$ cat src/rtl/pulse_spreader.sv
module pulse_spreader #(
  parameter int W = 3
) (
  input  logic         clk,
  input  logic         rst_n,
  input  logic [W-1:0] duty_i,
  input  logic         spread_i,
  output logic         pulse_o
);
  localparam logic [W-1:0] LAST = {W{1'b1}};

  logic [W-1:0] cnt;
  logic [W-1:0] duty_q;
  logic         spread_q;
  logic [W-1:0] mirror;
  logic [W-1:0] cmp;
  logic         wrap;

  for (genvar i = 0; i < W; i++) begin : g_mirror
    assign mirror[i] = cnt[W-1-i];
  end

  assign cmp  = spread_q ? mirror : cnt;
  assign wrap = (cnt == LAST);

  always_ff @(posedge clk) begin
    if (!rst_n) begin
      cnt      <= '0;
      duty_q   <= '0;
      spread_q <= 1'b0;
      pulse_o  <= 1'b0;
    end else begin
      cnt     <= cnt + W'(1);
      pulse_o <= (cmp < duty_q);
      if (wrap) begin
        duty_q   <= duty_i;
        spread_q <= spread_i;
      end
    end
  end
endmodule

$ cat config.mk
export PLATFORM = sky130hd
export DESIGN_NAME = pulse_spreader
export DESIGN_NICKNAME = d
export VERILOG_FILES = /design/src/rtl/pulse_spreader.sv
export SDC_FILE = /design/constraint.sdc
export NUM_CORES = 1
export LEC_CHECK = 0
export CAP_MARGIN = 20
export CORE_AREA = 4 4 41 43
export DETAILED_ROUTE_END_ITERATION = 16
export DIE_AREA = 0 0 45 47
export GPL_ROUTABILITY_DRIVEN = 0
export MAX_ROUTING_LAYER = met4
export SYNTH_ARGS = -nofsm -noshare
export SYNTH_HDL_FRONTEND = slang
export SYNTH_SLANG_ARGS = --single-unit
$ cat constraint.sdc
create_clock -name clk -period 1.45 [get_ports clk]
set_input_delay 0.145 -clock clk [delete_from_list [all_inputs] [get_ports clk]]
set_output_delay 0.145 -clock clk [all_outputs]
set_load 0.005 [all_outputs]
==> flow_summary.yaml <==
outcome:
  outcome: "finished clean"
sta:
  slew_violations: 0
  fin_crit_ps: 1359
  finClkSkew_ps: 8.038
  slew_headroom_pct: 83.00
  fmax_mhz: 735.7
  finalCritPeriodShare_pct: 93.74
  setup_viol: 0
  worst_pin_slew_ps: 255.1
  hold_viol: 0
  holdWs_ps: 472.3
routing:
  wl_per_cell_um: 10.91
  drtIter0Drc: 0
  num_vias: 255
  drtAntennaViolNets: 0
  drc: 0
  first_pass_iters: 1
  wl_um: 611
  avgViaCountPerCell: 4.554
clock_network:
  clk_latency_ps: 250
  cts_tree: "built"
  clk_path_buf_depth: 2
  cts.sinks: 8
  cts_hold_buf: 0
  post-cts-setup-buffers: 0
  cts_htree_levels: 1
  clk_pin_slew_worst_paths_ps: 50
  cts_made_buffers: 3
  cts_resized: 0
  clockRootBuffer: "clkbuf_4"
cells_and_area:
  stdcell_count: 56
  finalInstanceArea_sq_um: 476.7
  final_cell_mix: "dfxtp_1, clkdlybuf4s50_1, nor2b_1, mux2i_1, ha_1"
  drive_gt1_share_pct: 17.07
  antenna_cells: 0
  nNetsFinal: 53
  syn_to_final_growth_pct: 30.48
  layout_commonest_cell: "dfxtp_1"
synthesis:
  yosysSeqAreaShare_pct: 43.84
  ys_warn_count: 0
  ys_ff_latch: 8
  synth.avg_cell_area_sq_um: 11.42
  syn_inst: 32
  syn-cell-area_sq_um: 365.4
  syn_nets: 42
  synth_cell_types: 12
power_and_ir_drop:
  powerDensity_mw_per_mm2: 957.0
  p_switching_w: 0.00009470
  pwr-share-clk_pct: 36.2
  cellLeakagePower_nw: 0.1851
  p_seq_share_pct: 51.9
  pwr-share-comb_pct: 11.9
  power.internal_w: 0.0003615
  peakVddDrop_v: 0.0005815
  power_w: 0.0004562
  netSwitchingFraction_pct: 20.76
worst_setup_path:
  critPathBufInv: 0
  ff2ff_setup_slack_ps: 90
  cp_data_arrival_time_ps: 1500
  path_max_fanout: 3
  cp_top_family: "flip-flops"
  path_cells: "mux2_2 > ha_1 > nor3b_1 > a211o_1"
  critPathCaptureType: "flop"
  slowest_delay_ps: 350
  critPathRequiredTime_ps: 1590
  startpoint_type: "flop"
  worst-setup-path-type: "flop to flop"
  cp_slowest_cell: "dfxtp_2"
floorplanning:
  row_count: 13
  die_x_um: 45
  ioPinCount: 7
  core_area_sq_mm: 0.001301
  dieArea_sq_mm: 0.002115
  start_util_pct: 28.08
  die_h_um: 47
place:
  placed_cell_area_sq_um: 446.7
  io_buffer_count: 6
  dpl.cell_count: 53
grt:
  grt_max_degree: 7
  grt_usage_pct: 7.951
  grt_pass1_vias: 270
  grt.overflow.total: 0
  grt_pass1_wl_mm: 1.076
  antenna_found_initial: 0
run:
  cap_violations: 0
min_path:
  hold_path_class: "flop to flop"
## power by group through the flow
stage | sequential [W] | clock (W) | combinational, W
finish | 0.000237 | 0.000165 | 0.0000543
global route | 0.000238 | 0.000183 | 0.0000636
CTS | 0.000237 | 0.000173 | 0.0000520
detailed placement | 0.000241 | 0 | 0.0000517
global placement | 0.000241 | 0 | 0.0000502
floorplan | 0.000240 | 0 | 0.0000236
## worst paths after layout
check	start	to	depth (start not counted)
max	spread_q	pulse_o	4
min	cnt[0]	cnt[0]	1
max reg2reg	spread_q	pulse_o	4
min reg2reg	cnt[0]	cnt[0]	1
## per-stage QoR
stage	TNS [ps]	utilization [%]	setup WS, ps
3_3_place_gp	0	34.33	74.75
5_1_grt	-18.50	36.63	-18.50
3_5_place_dp	0	34.33	40.14
6_report	0	36.63	90.79
2_1_floorplan	0	-	106.8
4_1_cts	0	36.06	10.66
## routing by layer
layer | share of wire, % | vias to the layer above | GRT usage [%]
li1 | - | 130 | -
met1 | 41 | 118 | 7.834
met2 | 52 | 5 | 11.86
met3 | 5.7 | 2 | 5.747
met4 | 0.98 | 0 | 3.509
met5 | 0 | - | -
## area by class of cell
| class | count | area, sq um |
|---|---|---|
| Clock buffer | 3 | 22.52 |
| Fill cell | 146 | 824.5 |
| Timing Repair Buffer | 7 | 67.56 |
| Tap cell | 15 | 18.77 |
| Multi-Input combinational cell | 21 | 198.9 |
| Inverter | 2 | 7.507 |
| Sequential cell | 8 | 161.4 |
## worst register-to-register path, cell delays in order, from the launching register on
cell,delay [ps]
dfxtp_2,350
mux2_2,330
ha_1,270
nor3b_1,50
a211o_1,260
## flip-flops by register name, summed over array words and instances (netlist names)
signal and flops:
duty_q 3, cnt 3, spread_q 1, pulse_o 1
## synth_stat cells (all sizes together)
master | n | share of area (%)
ha | 4 | 14
nor4b | 1 | 2.4
dfxtp | 8 | 44
nor2b | 5 | 8.6
clkbuf | 1 | 1.4
and4bb | 1 | 3.4
mux2 | 1 | 3.1
mux2i | 5 | 14
a211o | 1 | 2.4
and2 | 2 | 3.4
inv | 2 | 2.1
nor3b | 1 | 2.1
## logic make-up (layout without fill, tap and decap cells)
group                      count (synthesis)  count (layout)  synth area share [%]
AOI/OAI and AO/OA                          1               1                 2.398
adders and majority gates                  4               4                 13.70
buffers and inverters                      3              12                 3.424
DFF                                        8               8                 43.83
muxes                                      6               6                 16.78
and+or+nand+nor                           10              10                 19.86
Power figures use the tool's default switching activity.
